===== config.mk =====
export PLATFORM = sky130hd
export DESIGN_NAME = evt_timer
export DESIGN_NICKNAME = d
export VERILOG_FILES = /design/src/rtl/evt_timer_pkg.sv /design/src/rtl/evt_prescaler.sv /design/src/rtl/evt_match.sv /design/src/rtl/evt_timer.sv
export SDC_FILE = /design/constraint.sdc
export NUM_CORES = 1
export LEC_CHECK = 0
export ABC_CLOCK_PERIOD_IN_PS = 3700
export BUFFER_PORTS_ARGS = -buffer_cell sky130_fd_sc_hd__buf_2
export CAP_MARGIN = 0
export CORE_ASPECT_RATIO = 1.2
export CORE_MARGIN = 2
export CORE_UTILIZATION = 43
export DETAILED_ROUTE_END_ITERATION = 12
export PLACE_DENSITY = 0.59
export SLEW_MARGIN = 20
export SYNTH_ARGS = -nofsm -noshare
export SYNTH_HDL_FRONTEND = slang
export SYNTH_SLANG_ARGS = --single-unit

===== constraint.sdc =====
create_clock -name clk -period 3.7 [get_ports clk]
set_input_delay 0.74 -clock clk [delete_from_list [all_inputs] [get_ports clk]]
set_output_delay 0.74 -clock clk [all_outputs]
set_load 0.1 [all_outputs]

===== src/rtl/evt_timer_pkg.sv =====
package evt_timer_pkg;
  localparam int CNT_W     = 16;
  localparam int NCMP      = 2;
  localparam int SCALE_W   = 4;
  localparam int SCALE_MAX = 8;
  localparam int PRE_W     = SCALE_MAX;

  localparam logic [1:0] A_CNT   = 2'd0;
  localparam logic [1:0] A_CMP1  = 2'd1;
  localparam logic [1:0] A_CMP2  = 2'd2;
  localparam logic [1:0] A_SETUP = 2'd3;

  localparam int B_MODE2 = 8;   // [9:8]
  localparam int B_MODE1 = 10;  // [11:10]
  localparam int B_IND   = 12;
  localparam int B_FLAG1 = 13;
  localparam int B_FLAG2 = 14;
  localparam int B_EN    = 15;

  typedef logic [1:0] evt_mode_t;
  localparam evt_mode_t MODE_IRQ = 2'b11;
endpackage


===== src/rtl/evt_prescaler.sv =====
module evt_prescaler
  import evt_timer_pkg::*;
#(
  parameter int SW   = SCALE_W,
  parameter int SMAX = SCALE_MAX
) (
  input  logic          clk,
  input  logic          rst_n,
  input  logic          tick_en,
  input  logic          run,
  input  logic [SW-1:0] scale,
  output logic          step
);
  localparam int PW = SMAX;

  logic [PW-1:0] phase_q;
  logic [PW-1:0] mask;
  int            eff;

  always_comb begin
    eff  = (int'(scale) > SMAX) ? SMAX : int'(scale);
    mask = PW'((1 << eff) - 1);
  end

  assign step = tick_en && run && ((phase_q & mask) == mask);

  always_ff @(posedge clk) begin
    if (!rst_n || !run) phase_q <= '0;
    else if (tick_en)   phase_q <= phase_q + 1'b1;
  end
endmodule


===== src/rtl/evt_match.sv =====
module evt_match
  import evt_timer_pkg::*;
#(
  parameter int W = CNT_W,
  parameter int N = NCMP
) (
  input  logic                  clk,
  input  logic                  rst_n,
  input  logic                  step,
  input  logic                  cnt_wr,
  input  logic [W-1:0]          cnt,
  input  logic [N-1:0][W-1:0]   cmp,
  input  logic [N-1:0]          clr,
  input  evt_mode_t [N-1:0]     mode,
  output logic [N-1:0]          flag,
  output logic                  irq
);
  logic [W-1:0] cnt_inc;
  logic [N-1:0] hit;
  assign cnt_inc = cnt + 1'b1;

  for (genvar i = 0; i < N; i++) begin : g_cmp
    assign hit[i] = step && !cnt_wr && (cnt_inc == cmp[i]);
    always_ff @(posedge clk) begin
      if (!rst_n)      flag[i] <= 1'b0;
      else if (hit[i]) flag[i] <= 1'b1;
      else if (clr[i]) flag[i] <= 1'b0;
    end
  end

  always_comb begin
    irq = 1'b0;
    for (int i = 0; i < N; i++)
      if (flag[i] && mode[i] == MODE_IRQ) irq = 1'b1;
  end
endmodule


===== src/rtl/evt_timer.sv =====
module evt_timer
  import evt_timer_pkg::*;
(
  input  logic             clk,
  input  logic             rst_n,
  input  logic             tick_en,
  input  logic             reg_wr,
  input  logic [1:0]       reg_addr,
  input  logic [CNT_W-1:0] reg_wdata,
  output logic [CNT_W-1:0] reg_rdata,
  output logic             irq
);
  logic [CNT_W-1:0]            cnt_q;
  logic [NCMP-1:0][CNT_W-1:0]  cmp_q;
  logic                        en_q;
  logic                        ind_q;
  logic [SCALE_W-1:0]          scale_q;
  evt_mode_t [NCMP-1:0]        mode_q;
  logic [NCMP-1:0]             flag_q;
  logic [NCMP-1:0]             clr;
  logic                        step;
  logic                        wr_cnt, wr_setup;

  assign wr_cnt   = reg_wr && reg_addr == A_CNT;
  assign wr_setup = reg_wr && reg_addr == A_SETUP;
  assign clr      = wr_setup ? {reg_wdata[B_FLAG2], reg_wdata[B_FLAG1]} : '0;

  evt_prescaler u_pre (
    .clk(clk), .rst_n(rst_n), .tick_en(tick_en), .run(en_q),
    .scale(scale_q), .step(step)
  );

  evt_match u_match (
    .clk(clk), .rst_n(rst_n), .step(step), .cnt_wr(wr_cnt), .cnt(cnt_q),
    .cmp(cmp_q), .clr(clr), .mode(mode_q), .flag(flag_q), .irq(irq)
  );

  always_ff @(posedge clk) begin
    if (!rst_n)      cnt_q <= '0;
    else if (wr_cnt) cnt_q <= reg_wdata;
    else if (step)   cnt_q <= cnt_q + 1'b1;
  end

  always_ff @(posedge clk) begin
    if (!rst_n) begin
      cmp_q   <= '0;
      en_q    <= 1'b0;
      ind_q   <= 1'b0;
      scale_q <= '0;
      mode_q  <= '0;
    end else if (reg_wr) begin
      case (reg_addr)
        A_CMP1:  cmp_q[0] <= reg_wdata;
        A_CMP2:  cmp_q[1] <= reg_wdata;
        A_SETUP: begin
          en_q      <= reg_wdata[B_EN];
          ind_q     <= 1'b1;
          scale_q   <= reg_wdata[SCALE_W-1:0];
          mode_q[1] <= reg_wdata[B_MODE2+:2];
          mode_q[0] <= reg_wdata[B_MODE1+:2];
        end
        default: ;
      endcase
    end
  end

  always_comb begin
    reg_rdata = '0;
    case (reg_addr)
      A_CNT:  reg_rdata = cnt_q;
      A_CMP1: reg_rdata = cmp_q[0];
      A_CMP2: reg_rdata = cmp_q[1];
      default: begin
        reg_rdata[SCALE_W-1:0]  = scale_q;
        reg_rdata[B_MODE2+:2]   = mode_q[1];
        reg_rdata[B_MODE1+:2]   = mode_q[0];
        reg_rdata[B_IND]        = ind_q;
        reg_rdata[B_FLAG1]      = flag_q[0];
        reg_rdata[B_FLAG2]      = flag_q[1];
        reg_rdata[B_EN]         = en_q;
      end
    endcase
  end
endmodule


==> metrics.md <==
| Metric | Value |
|---|---|
| Seq/Total Area, Yosys | 31.4% |
| Worst-Margin Slew | 770 ps |
| Post_cts resized | 0 |
| Number of synthesized flops with an enable pin | 0 |
| GR Util All Layers | 25.1% |
| Clk buf depth | 2 |
| Total number of vias | 3972 |
| Max-cap viol count | 0 |
| Commonest non-fill, non-tap cell in the layout | nand2_1 |
| Worst slack, placed | 720 ps |
| Vias in the first global route | between 3000 and 4000 |
| Final Cycle Share | 80.7% |
| WHS Endpoint | ind_q |
| Kind of critical path | primary input to output port |
| Min-Delay Path Class | flip-flop to flip-flop |
| Clock power frac | a little under half |
| Max frequency | 335 MHz |
| Avg WL per Cell | 19.3 um |
| Reg-to-Reg Start | scale_q[3] |
| Mapped Cells | 519 |
| Clock slew at reported path FFs | ~60 ps |
| First-pass DRT Iterations | 5 |
| IO buf count | 38 |
| Worst-skew pair later-pin latency | 340 ps |
| Mapped cell area | approximately 0.0043 sq mm |
| H-tree depth | 3 |
| CTS buffer count | 9 |
| Initial antenna violation count | 0 |
| Final wirelength | 12800 um |
| Hold buffers post-CTS | 0 |
| Post-placement cell area | 0.00458 sq mm |
| Post-CTS Repair Setup Buffers | 0 |
| Final min period | 2990 ps |
| Commonest cells after routing, fill and taps aside | nand2_1 (102), dfxtp_1 (68), a21oi_1 (60) |
| Status | finished clean |
| R2r setup slk | 800 ps |
| Reg power frac | about two fifths |
| Diodes inserted | 0 |
| Row cnt | 40 |
| DRT iter0 DRCs | 271 |
| Worst vdd ir | 0.229 mV |
| Hold_sp | ind_q |
| Io pins | 39 |
| Area Overhead vs Synth | 12.8% |
| Root Buffer | clkbuf_16 |
| Final setup skew | 7.08 ps |
| Final WS setup | 714 ps |
| Worst-path maximum fanout | 17 |
| Worst reg-to-reg path cell count | 9 |
| P_leak | 0.00164 uW |
| DIE AREA | about 0.011 sq mm |
| Power density cells | 410 mW/mm^2 |
| Pin count of the biggest net entering global routing | 34 |
| Internal | 1430 uW |
| R2R Path End | cnt_q[13] |
| DRC Markers | 0 |
| Via density | 5.98 |
| Ys Warns | 0 |
| FF+latch count, synth | 68 |
| Slew headroom | 48.6% |
| Critical path endpoint category | output port |
| CP startpoint | reg_addr[1] |
| Syn Area/Cell | between 8 and 9 sq um |
| GR Overflow Total | 0 |
| # setup viols final | 0 |
| NetSw | 573 uW |
| TritonCTS clock tree | built |
| Synth top area share | 31.4% |
| Initial Utilization | 43.8% |
| Hold Crit Depth | 2 |
| Final net count | 558 |
| Max-slew violations | 0 |
| Top post-synthesis cells by area | dfxtp_1 (31%), nand2_1 (8.8%), xnor2_1 (7.7%) |
| Layout cells sized above 1 | 18.4% |
| Comb pwr share | 14.8% |
| Global-route wire length before repair | 20600 um |
| Switching share of total power | 28.6% |
| Clk sinks | 68 |
| Share of flip-flops with an asynchronous set or reset | 0% |
| Critical path data arrival time | 2250 ps |
| Synth unique cells | 64 |
| Unrepaired setup endpoints after global routing | false |
| Syn_nets | 544 |
| Final ANT Viol Nets | 0 |
| DP HPWL | between 9000 and 10000 um |
| Main synth FF type | dfxtp_1 |
| Placer Congestion | around 0.9 |
| Worst Setup Start Kind | primary input |
| Yosys top cell by area | dfxtp_1 |
| Final core utilization | 49.4% |
| Core area | 0.00991 sq mm |
| Fin. Hold Viols | 0 |
| Die width | 95.7 um |
| Final instance area | 0.00489 sq mm |
| Fin Setup TNS | 0 ps |
| Data required, critical path | 2960 ps |
| DIE HEIGHT | 114 um |
-- worst max-delay path, stage by stage --
cell and delay (ps):
buf_2 420, nor2b_1 380, nand2_1 150, o21ai_2 90, buf_2 450
-- metal layers --
layer  up-vias  track usage (%)  part of all wire, %
met2       112             40.6                   48
met4         0             9.81                  2.8
met1      1953             32.9                   45
met5         -                0                    0
met3        27             4.49                  4.6
li1       1880                -                    -
-- cell families after synthesis --
family          after synthesis  share of synthesized area (%)
compound gates              120                           16.9
xor+xnor                     55                           11.8
fa+ha+maj                     3                          0.865
buf+inv                      54                           5.28
flops                        68                           31.4
mux                          18                           7.61
simple gates                201                           26.2
-- sequential cells by signal, summed over array words and instances (netlist names) --
signal,flops
cmp_q,32
cnt_q,16
en_q,1
ind_q,1
mode_q,4
scale_q,4
u_match.flag,2
u_pre.phase_q,8
-- area by class of cell --
class | count | area [sq um]
Multi-Input combinational cell | 397 | 2770
Timing Repair Buffer | 46 | 250
Tap cell | 126 | 158
Clock inverter | 3 | 43.8
Sequential cell | 68 | 1360
Fill cell | 970 | 5020
Inverter | 11 | 41.3
Clock buffer | 13 | 270
-- power by group through the flow --
stage	registers [uW]	logic, uW	clock network (uW)
3_3_place_gp	814	292	0
3_5_place_dp	814	294	0
6_report	798	297	911
4_1_cts	797	295	921
5_1_grt	803	317	954
2_1_floorplan	787	243	0
-- cells in the mapped netlist (2+ instances only) --
library cell / number
ha_1: 3
nor4_2: 5
clkbuf_1: 28
a211oi_1: 3
o31ai_1: 4
nor4b_4: 5
nor2b_1: 3
and3_1: 8
xor2_1: 15
nand2_1: 102
a221oi_1: 2
a31oi_1: 2
nor4_1: 6
nand3b_1: 2
buf_2: 9
buf_1: 4
nor4b_1: 2
dfxtp_1: 68
nor4_4: 2
nor3_1: 4
nand4_1: 11
o211ai_1: 2
nand3_1: 15
a21boi_0: 2
nor2_1: 15
xnor2_1: 38
mux2i_1: 6
and4_1: 2
o21ai_0: 25
a311oi_1: 2
mux4_2: 12
buf_6: 2
o2111ai_1: 2
a21oi_1: 61
inv_1: 10
and2_1: 6
or3_1: 2
nor3b_1: 3
-- worst max path at each step --
stage | slack [ps] | endpoint | cells after the start
after floorplan | 400 | reg_rdata[4] | 4
after global placement | 750 | reg_rdata[6] | 5
after detailed placement | 720 | reg_rdata[2] | 4
after CTS | 730 | reg_rdata[6] | 5
after global routing | 610 | reg_rdata[6] | 5
final | 710 | reg_rdata[6] | 5
-- metrics by stage --
stage	power, uW	hold slack (ps)	std cells
floorplan	1030	435	519
global placement	1110	453	648
detailed placement	1110	465	648
CTS	2010	477	664
global route	2070	508	664
finish	2010	469	664
Power figures use the tool's default switching activity.
